File: src/rtl/mm_pkg.sv
package mm_pkg;
    localparam int unsigned LD_W   = 64;
    localparam int unsigned LANE_W = 32;
    localparam int unsigned LANES  = LD_W / LANE_W;
endpackage

File: src/rtl/mm_opbuf.sv
// Local operand tile: written two elements per load word, read one element per cycle.
module mm_opbuf
    import mm_pkg::*;
#(
    parameter int T   = 4,
    parameter int OPW = 16,
    localparam int NEL   = T * T,
    localparam int WORDS = NEL / LANES,
    localparam int WAW   = $clog2(WORDS),
    localparam int IW    = $clog2(NEL)
) (
    input  logic                  clk,
    input  logic                  rst_n,
    input  logic                  we,
    input  logic [WAW-1:0]        waddr,
    input  logic [LD_W-1:0]       wdata,
    input  logic [IW-1:0]         rd_idx,
    output logic signed [OPW-1:0] rd_op
);
    typedef struct packed {
        logic [NEL-1:0][OPW-1:0] mem;
    } buf_s;

    buf_s st_d, st_q;

    always_comb begin
        st_d = st_q;
        if (we) begin
            for (int l = 0; l < int'(LANES); l++) begin
                st_d.mem[IW'(int'(LANES) * int'(waddr) + l)] = wdata[l*LANE_W +: OPW];
            end
        end
    end

    always_ff @(posedge clk) begin
        if (!rst_n) st_q <= '0;
        else        st_q <= st_d;
    end

    assign rd_op = signed'(st_q.mem[rd_idx]);
endmodule

File: src/rtl/mm_seq.sv
// Pass sequencer: i outer, j middle, k inner; one issue per clock.
module mm_seq #(
    parameter int T = 4,
    localparam int NOPS = T * T * T,
    localparam int CW   = $clog2(NOPS + 1),
    localparam int KW   = $clog2(T)
) (
    input  logic          clk,
    input  logic          rst_n,
    input  logic          start,
    input  logic          accum_mode,
    output logic          busy,
    output logic          done,
    output logic          acc_mode,
    output logic          iss_valid,
    output logic [KW-1:0] iss_i,
    output logic [KW-1:0] iss_j,
    output logic [KW-1:0] iss_k
);
    typedef struct packed {
        logic          busy;
        logic          done;
        logic          mode;
        logic [CW-1:0] cnt;
    } seq_s;

    seq_s st_d, st_q;

    always_comb begin
        st_d      = st_q;
        st_d.done = 1'b0;
        if (!st_q.busy) begin
            if (start) begin
                st_d.busy = 1'b1;
                st_d.cnt  = '0;
                st_d.mode = accum_mode;
            end
        end else if (st_q.cnt == CW'(NOPS)) begin
            // last issue has drained through both pipeline stages
            st_d.busy = 1'b0;
            st_d.done = 1'b1;
        end else begin
            st_d.cnt = st_q.cnt + 1'b1;
        end
    end

    always_ff @(posedge clk) begin
        if (!rst_n) st_q <= '0;
        else        st_q <= st_d;
    end

    assign busy      = st_q.busy;
    assign done      = st_q.done;
    assign acc_mode  = st_q.mode;
    assign iss_valid = st_q.busy && (st_q.cnt < CW'(NOPS));
    assign iss_k     = st_q.cnt[KW-1:0];
    assign iss_j     = st_q.cnt[2*KW-1:KW];
    assign iss_i     = st_q.cnt[3*KW-1:2*KW];


    start_busy_chk: assert property (@(posedge clk) disable iff (!rst_n)
        (start && !busy) |=> busy);

    done_idle_chk: assert property (@(posedge clk) disable iff (!rst_n)
        done |-> !busy);

    done_pulse_chk: assert property (@(posedge clk) disable iff (!rst_n)
        done |=> !done);

    mode_hold_chk: assert property (@(posedge clk) disable iff (!rst_n)
        busy |=> $stable(acc_mode));
endmodule

File: src/rtl/mm_mac.sv
// Two-stage MAC: stage 1 registers the product, stage 2 accumulates and writes C.
module mm_mac #(
    parameter int T    = 4,
    parameter int OPW  = 16,
    parameter int ACCW = 40,
    localparam int NEL = T * T,
    localparam int IW  = $clog2(NEL),
    localparam int PW  = 2 * OPW
) (
    input  logic                  clk,
    input  logic                  rst_n,
    input  logic                  in_valid,
    input  logic signed [OPW-1:0] a_op,
    input  logic signed [OPW-1:0] b_op,
    input  logic                  in_first,
    input  logic                  in_last,
    input  logic [IW-1:0]         in_idx,
    input  logic                  acc_mode,
    input  logic [IW-1:0]         rd_idx,
    output logic [ACCW-1:0]       rd_data,
    output logic                  c_we
);
    typedef struct packed {
        logic                     s1_valid;
        logic                     s1_first;
        logic                     s1_last;
        logic [IW-1:0]            s1_idx;
        logic [PW-1:0]            s1_prod;
        logic [ACCW-1:0]          acc;
        logic [NEL-1:0][ACCW-1:0] cmem;
    } mac_s;

    mac_s st_d, st_q;
    logic signed [PW-1:0] mul;
    logic [ACCW-1:0]      base, prev, sum;

    always_comb begin
        mul  = a_op * b_op;
        base = acc_mode ? st_q.cmem[st_q.s1_idx] : '0;
        prev = st_q.s1_first ? base : st_q.acc;
        sum  = prev + {{(ACCW-PW){st_q.s1_prod[PW-1]}}, st_q.s1_prod};

        st_d          = st_q;
        st_d.s1_valid = in_valid;
        st_d.s1_first = in_first;
        st_d.s1_last  = in_last;
        st_d.s1_idx   = in_idx;
        st_d.s1_prod  = mul;
        if (st_q.s1_valid) begin
            st_d.acc = sum;
            if (st_q.s1_last) st_d.cmem[st_q.s1_idx] = sum;
        end
    end

    always_ff @(posedge clk) begin
        if (!rst_n) st_q <= '0;
        else        st_q <= st_d;
    end

    assign c_we    = st_q.s1_valid && st_q.s1_last;
    assign rd_data = st_q.cmem[rd_idx];


    mac_chain_chk: assert property (@(posedge clk) disable iff (!rst_n)
        (st_q.s1_valid && !st_q.s1_first) |-> $past(st_q.s1_valid));
endmodule

File: src/rtl/mm_tile_engine.sv
module mm_tile_engine
    import mm_pkg::*;
#(
    parameter int T    = 4,
    parameter int OPW  = 16,
    parameter int ACCW = 40,
    localparam int NEL = T * T,
    localparam int IW  = $clog2(NEL),
    localparam int WAW = $clog2(NEL / LANES),
    localparam int KW  = $clog2(T)
) (
    input  logic            clk,
    input  logic            rst_n,
    input  logic            ld_valid,
    input  logic            ld_sel,
    input  logic [WAW-1:0]  ld_addr,
    input  logic [LD_W-1:0] ld_data,
    input  logic            start,
    input  logic            accum_mode,
    output logic            busy,
    output logic            done,
    input  logic [KW-1:0]   rd_row,
    input  logic [KW-1:0]   rd_col,
    output logic [ACCW-1:0] rd_data
);
    logic                  acc_mode, iss_valid, c_we;
    logic [KW-1:0]         iss_i, iss_j, iss_k;
    logic signed [OPW-1:0] a_op, b_op;
    logic                  we_a, we_b;

    assign we_a = ld_valid && !busy && !ld_sel;
    assign we_b = ld_valid && !busy &&  ld_sel;

    mm_seq #(.T(T)) u_seq (
        .clk(clk), .rst_n(rst_n), .start(start), .accum_mode(accum_mode),
        .busy(busy), .done(done), .acc_mode(acc_mode), .iss_valid(iss_valid),
        .iss_i(iss_i), .iss_j(iss_j), .iss_k(iss_k)
    );

    mm_opbuf #(.T(T), .OPW(OPW)) u_abuf (
        .clk(clk), .rst_n(rst_n), .we(we_a), .waddr(ld_addr), .wdata(ld_data),
        .rd_idx({iss_i, iss_k}), .rd_op(a_op)
    );

    mm_opbuf #(.T(T), .OPW(OPW)) u_bbuf (
        .clk(clk), .rst_n(rst_n), .we(we_b), .waddr(ld_addr), .wdata(ld_data),
        .rd_idx({iss_k, iss_j}), .rd_op(b_op)
    );

    mm_mac #(.T(T), .OPW(OPW), .ACCW(ACCW)) u_mac (
        .clk(clk), .rst_n(rst_n), .in_valid(iss_valid), .a_op(a_op), .b_op(b_op),
        .in_first(iss_k == '0), .in_last(iss_k == KW'(T - 1)),
        .in_idx({iss_i, iss_j}), .acc_mode(acc_mode),
        .rd_idx({rd_row, rd_col}), .rd_data(rd_data), .c_we(c_we)
    );


    done_after_wr_chk: assert property (@(posedge clk) disable iff (!rst_n)
        done |-> $past(c_we));
endmodule

File: config.mk
export PLATFORM = sky130hd
export DESIGN_NAME = mm_tile_engine
export DESIGN_NICKNAME = d
export VERILOG_FILES = /design/src/rtl/mm_pkg.sv /design/src/rtl/mm_opbuf.sv /design/src/rtl/mm_seq.sv /design/src/rtl/mm_mac.sv /design/src/rtl/mm_tile_engine.sv
export SDC_FILE = /design/constraint.sdc
export NUM_CORES = 2
export LEC_CHECK = 0
export ABC_AREA = 0
export BUFFER_PORTS_ARGS = -buffer_cell sky130_fd_sc_hd__buf_2
export CAP_MARGIN = 5
export CORE_ASPECT_RATIO = 1.25
export CORE_MARGIN = 3
export CORE_UTILIZATION = 35
export DETAILED_ROUTE_END_ITERATION = 6
export HOLD_SLACK_MARGIN = 0.08
export PLACE_DENSITY_LB_ADDON = 0.1
export SYNTH_ARGS = -nofsm -noshare
export SYNTH_HDL_FRONTEND = slang
export SYNTH_SLANG_ARGS = --single-unit
export TNS_END_PERCENT = 10
File: constraint.sdc
create_clock -name clk -period 9.4 [get_ports clk]
set_clock_uncertainty 0.15 [all_clocks]
set_input_delay 1.41 -clock clk [delete_from_list [all_inputs] [get_ports clk]]
set_output_delay 1.41 -clock clk [all_outputs]
set_load 0.05 [all_outputs]
---- Word-level counts from Yosys, hierarchy flattened ----
Cells that the tools add are included.
cells by class
  $lt $le $gt $ge ......................... 10
  bitwise operators ....................... 1
  add/sub/neg operators ................... 3
  multiply operators ...................... 1
  equal/unequal tests ..................... 3
  reductions and logical operators ........ 15
  multiplexer cells ....................... 27
operators with widths
  operator                                              count
  bitwise mux 256 bit                                   4
  bitwise mux 640 bit                                   1
  binary-select mux 40 bit (select 4 bit)               2
  2-to-1 mux 40 bit                                     5
  demux 40 bit (select 4 bit)                           1
  binary-select mux 16 bit (select 4 bit)               2
  demux 16 bit (select 4 bit)                           1
  2-to-1 mux 16 bit                                     4
  demux 16 bit (select 3 bit)                           1
  adder 40 bit                                          1
  multiplier 16 x 16 -> 32 bit                          1
  2-to-1 mux 7 bit                                      3
  < comparator 4 x 5 -> 1 bit (second input constant)   4
  >= comparator 4 x 1 -> 1 bit (second input constant)  3
  < comparator 4 x 6 -> 1 bit (second input constant)   2
  AND reduction 2 bit                                   4
  adder 7 x 1 -> 7 bit (second input constant)          1
  equality test 7 bit (second input constant)           1
  logical AND 1 bit                                     7
  < comparator 7 bit (second input constant)            1
  adder 4 x 1 -> 4 bit (second input constant)          1
  equality test 2 bit (second input constant)           1
  zero test 1 bit                                       2
  zero test 2 bit                                       1
  5 further kinds                                       6
word-level totals
  logic and storage cells ................. 118
  bits of input ports ..................... 77
  register bits after elaboration ......... 1241

---- Longest topological paths before layout ----
  depth in word-level cells ............... 6
  depth in mapped cells ................... 32
  mapped depth without buffers ............ 27

---- By module ----
A second synthesis with hierarchy kept.
unflattened totals
  cells, all modules ...................... 7038
  area total of the unflattened synthesis .. 67940.2 µm²
by module, submodules not included
  module              cells an instance  times used  area each (µm²)
  mm_mac              5027               1           46991.3
  mm_opbuf at u_abuf  971                1           10173.5
  mm_opbuf at u_bbuf  971                1           10169.8
  mm_seq              65                 1           574.3
  mm_tile_engine      4                  1           31.3

---- Least setup slack after synthesis ----
Ideal clock, no wire load.
  kind .................................... flip-flop to flip-flop
  start point ............................. register u_seq.st_q (netlist bit u_seq.iss_k[1])
  end point ............................... register u_mac.st_q[711] (netlist bit)
  path buffers ............................ 4
  period minus slack after synthesis ...... 7753 ps
  required time ........................... 9129 ps
  path slack .............................. 1647 ps
  arrival ................................. 7482 ps
  cell stages (with the launch flop) ...... 28
  cell sequence ........................... dfxtp_1 -> buf_2 -> clkbuf_1 -> buf_1 -> mux4_2 -> mux2_2 -> o21ai_0 -> clkbuf_1 -> nor2_1 -> fa_1 -> inv_1 -> fa_1 -> fa_1 -> inv_1 -> fa_1 -> fa_1 -> inv_1 -> fa_1 -> inv_1 -> ha_1 -> a21oi_1 -> nand2_1 -> or2_2 -> o2111ai_1 -> a21oi_1 -> o31a_1 -> o21a_1 -> mux2_2
between the ends
  word-level cells in the longest chain between the ends .. 3
  elaborated cells on any way between the ends .. 5
  those cells by class .................... mul (1); mux (4)
RTL lines
  item                                     line            source
  from (decl)                              mm_seq.sv:27    seq_s st_d, st_q;
  from (signal assigned)                   mm_seq.sv:49    else st_q <= st_d;
  binary-select mux 16 bit (select 4 bit)  mm_opbuf.sv:40  assign rd_op = signed'(st_q.mem[rd_idx]);
  2-to-1 mux 16 bit (implied by the code)  mm_opbuf.sv:40
  multiplier 16 x 16 -> 32 bit *           mm_mac.sv:38    mul = a_op * b_op;
  to (signal assigned)                     mm_mac.sv:57    else st_q <= st_d;
  to (decl)                                mm_mac.sv:33    mac_s st_d, st_q;
Every way passes the cells marked *; elsewhere a longest branch is shown, timed or not. The select of a mux whose other input is x is not followed.
A chain may end at the register's enable or synchronous reset.

---- Final worst setup path ----
  start point ............................. register u_seq.st_q (netlist bit u_seq.iss_k[0])
  end point ............................... register u_mac.st_q[711] (netlist bit)
The elaborated chain is that of the path after synthesis.

==> impl_results.md <==
* Lkg Pwr at 26.7 nW
* Syn nets at 7699
* Outcome: finished clean
* Iteration-0 DRC Markers at 3980
* Largest net degree at the start of global routing at ~220
* Inst Count DP at around 9400
* Seq/Total Area, Yosys at 36.7%
* Compound-cell area share of the yosys netlist at 10.7%
* Hold WC Path Type: reg -> reg
* Die area at 199000 µm²
* Synth Instances at 7236
* Startpoint class of the critical path: register
* Area share of the largest cell type after synthesis at 36.7%
* H-tree levels at 4
* Vias per Instance at 5.40
* Setup TNS at 0 ps
* Dominant synthesized flop cell: dfxtp_1
* Arr. time, crit path at just under 9000 ps
* Post-CTS setup buffer count at 0
* Initial Utilization at 35.4%
* Final min period at 8410 ps
* Die height at 498 µm
* Share of layout cells above drive strength 1 at approximately 16%
* Drt drc at 0
* CTS Buf Count at 142
* Async set-reset flop share out of synthesis at 0%
* Hold slack at 300 ps
* Gr ovfl total at 0
* Sequential share of power at 45.2%
* Fin. Hold Viols at 0
* Power Internal at between 0.008 and 0.009 W
* Clock Latency Late Sink at around 790 ps
* Clock power frac at 49.4%
* Nets@finish at between 7000 and 8000
* Synth cell count leaders: nand2_1 (1327), dfxtp_1 (1241), a21oi_1 (813)
* Flops & latches, synth at approximately 1200
* # setup viols final at 0
* I/O pins at 119
* Fin. max-slew vios at 0
* Post-synthesis mux area share at 18.7%
* Number of global-route vias before repair at 52100
* Worst-Margin Slew at 1250 ps
* Synth Area in Simple Gates at between 10% and 20%
* Cts repair resizes at 0
* Layout Utilization at 39.3%
* Combinational share of power at 5.4%
* Via count at 52000
* Rows at 179
* Max-Cap Viols at 0
* Synthesized area per cell at 9.37 µm²
* Area growth syn-to-layout at 11.2%
* Adder-Cell Fraction of Synth Area at roughly a tenth
* Non-Filler Instances at 9635
* Peak Freq at 119 MHz
* Detailed placement HPWL at approximately 150 mm
* Slew headroom at 16.2%
* Synth warnings at 0
* DRT antenna net count at 0
* Area leader, netlist: dfxtp_1
* Sw frac at 24.6%
* Register cell area after layout at roughly 25000 µm²
* WP data required at 9910 ps
* First-pass GRT wire length at ~340 mm
* Max FO, Critical Path at 19
* RSZ-0062 raised after global routing: false
* Synth Area in XOR/XNOR at 0.698%
* CP Class: reg -> reg
* Filler cell count at 19000
* WL/cell at 23.8 µm
* Most frequent cell after synthesis: nand2_1
* CTS Buffer Depth at 3
* DRT Pass-1 Iters at 6
* Crit. End Element: register
* Cell Area, Synth at about 68000 µm²
* P_sw at 0.00289 W
* Area occupied by multi-input gates at about 39000 µm²
* P per Cell Area at 156 nW/µm²
* Worst-path clk slew at 60 ps
* Clk sinks at roughly 1200
* Number of synthesized flops with an enable pin at 0
* Initial antenna violation count at 5
* Number of distinct library cells after synthesis at 92
* Combinational family with the most area after synthesis: multiplexers
* Final WL at 229 mm
* Die span in x at between 300 and 400 µm
* CTS tree: yes
* Peak VDD IR at 0.000193 V
* IO buf count at 86
* Cts hold-fix bufs at 0
* Fin crit share at between 80% and 90%
* Routability Congestion at 0.865
* All-Layer GR Usage at 22.8%
* Most area-consuming cells after synthesis: dfxtp_1 (37%), mux4_2 (18%), fa_1 (7.8%), nand2_1 (7.3%), a21oi_1 (6.0%)
* Core ar. at 191000 µm²
* Clk root buf: clkbuf_16
-- worst paths after layout --
check / startpoint / to / slack [ps] / cells past startpoint
hold reg to reg: u_bbuf.st_q[58] / u_bbuf.st_q[58] / 300 / 2
hold / removal: u_bbuf.st_q[58] / u_bbuf.st_q[58] / 300 / 2
setup / recovery: u_seq.iss_k[0] / u_mac.st_q[711] / 990 / 22
setup reg to reg: u_seq.iss_k[0] / u_mac.st_q[711] / 990 / 22
-- final cells by class --
type                    count  area share, %
diodes                      2        0.00664
clock buffers             207           5.65
clock inverters            51          0.820
inverters                 375           1.88
multi-input cells        4981           52.0
flip-flops and latches   1241           33.0
well taps                2534           4.21
repair buffers            244           2.38
-- per-layer routing --
layer | vias to the layer above | GRT usage [%] | wire [µm] | share of wire (%)
li1 | 24300 | - | - | -
met2 | 1365 | 39.6 | 115000 | 50
met5 | - | 0 | 14 | 0.0061
met1 | 26000 | 29.0 | 95700 | 42
met3 | 364 | 3.29 | 11300 | 4.9
met4 | 2 | 7.40 | 7460 | 3.3
-- registers in the layout (all words and copies together) (netlist names) --
| signal | count |
|---|---|
| u_seq.busy | 1 |
| u_seq.iss_j | 2 |
| u_abuf.st_q | 256 |
| u_seq.iss_i | 2 |
| u_seq.st_q | 1 |
| u_seq.done | 1 |
| u_mac.st_q | 719 |
| u_bbuf.st_q | 256 |
| u_seq.acc_mode | 1 |
| u_seq.iss_k | 2 |
-- kinds of logic after synthesis --
logic type / count (synthesis)
AO/OA/AOI/OAI: 1283
AND/OR/NAND/NOR: 2663
buffers and inverters: 1014
adder cells (fa/ha/maj): 386
XOR/XNOR: 54
multiplexers: 595
flip-flops: 1241
-- cells in the final DEF (no fill, tap or decap), types with 25 or more instances in the layout --
master     count
clkbuf_16    147
mux4_2       537
and2_1       290
inv_1        372
o311ai_1      26
a211oi_1      74
o21ai_1       44
clkbuf_1      25
a21oi_1      813
or3_1         60
clkinv_2      25
buf_2         81
dfxtp_1     1228
mux2i_1       33
nand2b_1      46
ha_1         123
o21ai_0      138
fa_1         263
nor3_1        37
buf_4        148
xnor2_1       28
nor2b_1       29
a31oi_1       38
clkbuf_8      36
nand3_1      242
nand2_1     1315
nor2_1       541
-- through the flow --
stage                     total power [W]  area, µm²  setup WS, ps
after floorplan                   0.00585      67800          1650
after detailed placement          0.00607      70500           843
after global routing               0.0121      75300           612
after CTS                          0.0119      75300           844
final                              0.0117      75400           985
after global placement            0.00606      70500           878
-- worst max-delay path: stages (launching register included) --
cell and delay [ps]:
dfxtp_4 640, buf_4 260, mux4_2 560, mux4_2 700, nor2b_1 250, inv_1 90, fa_1 460, inv_1 200
fa_1 630, fa_1 530, fa_1 510, fa_1 490, inv_1 50, fa_1 480, inv_1 40, ha_1 400
nand4_1 160, nor2_1 300, o2111ai_1 310, a21oi_1 320, o31a_1 260, o21a_1 150, mux2_2 320
-- power by group through the flow --
stage / combinational, W / sequential, W / clock [W]
global route: 0.000692 / 0.00531 / 0.00614
detailed placement: 0.000639 / 0.00543 / 0
CTS: 0.000640 / 0.00531 / 0.00595
global placement: 0.000637 / 0.00543 / 0
finish: 0.000637 / 0.00531 / 0.00580
floorplan: 0.000440 / 0.00541 / 0
No activity file was read; power rests on OpenSTA's default activity.
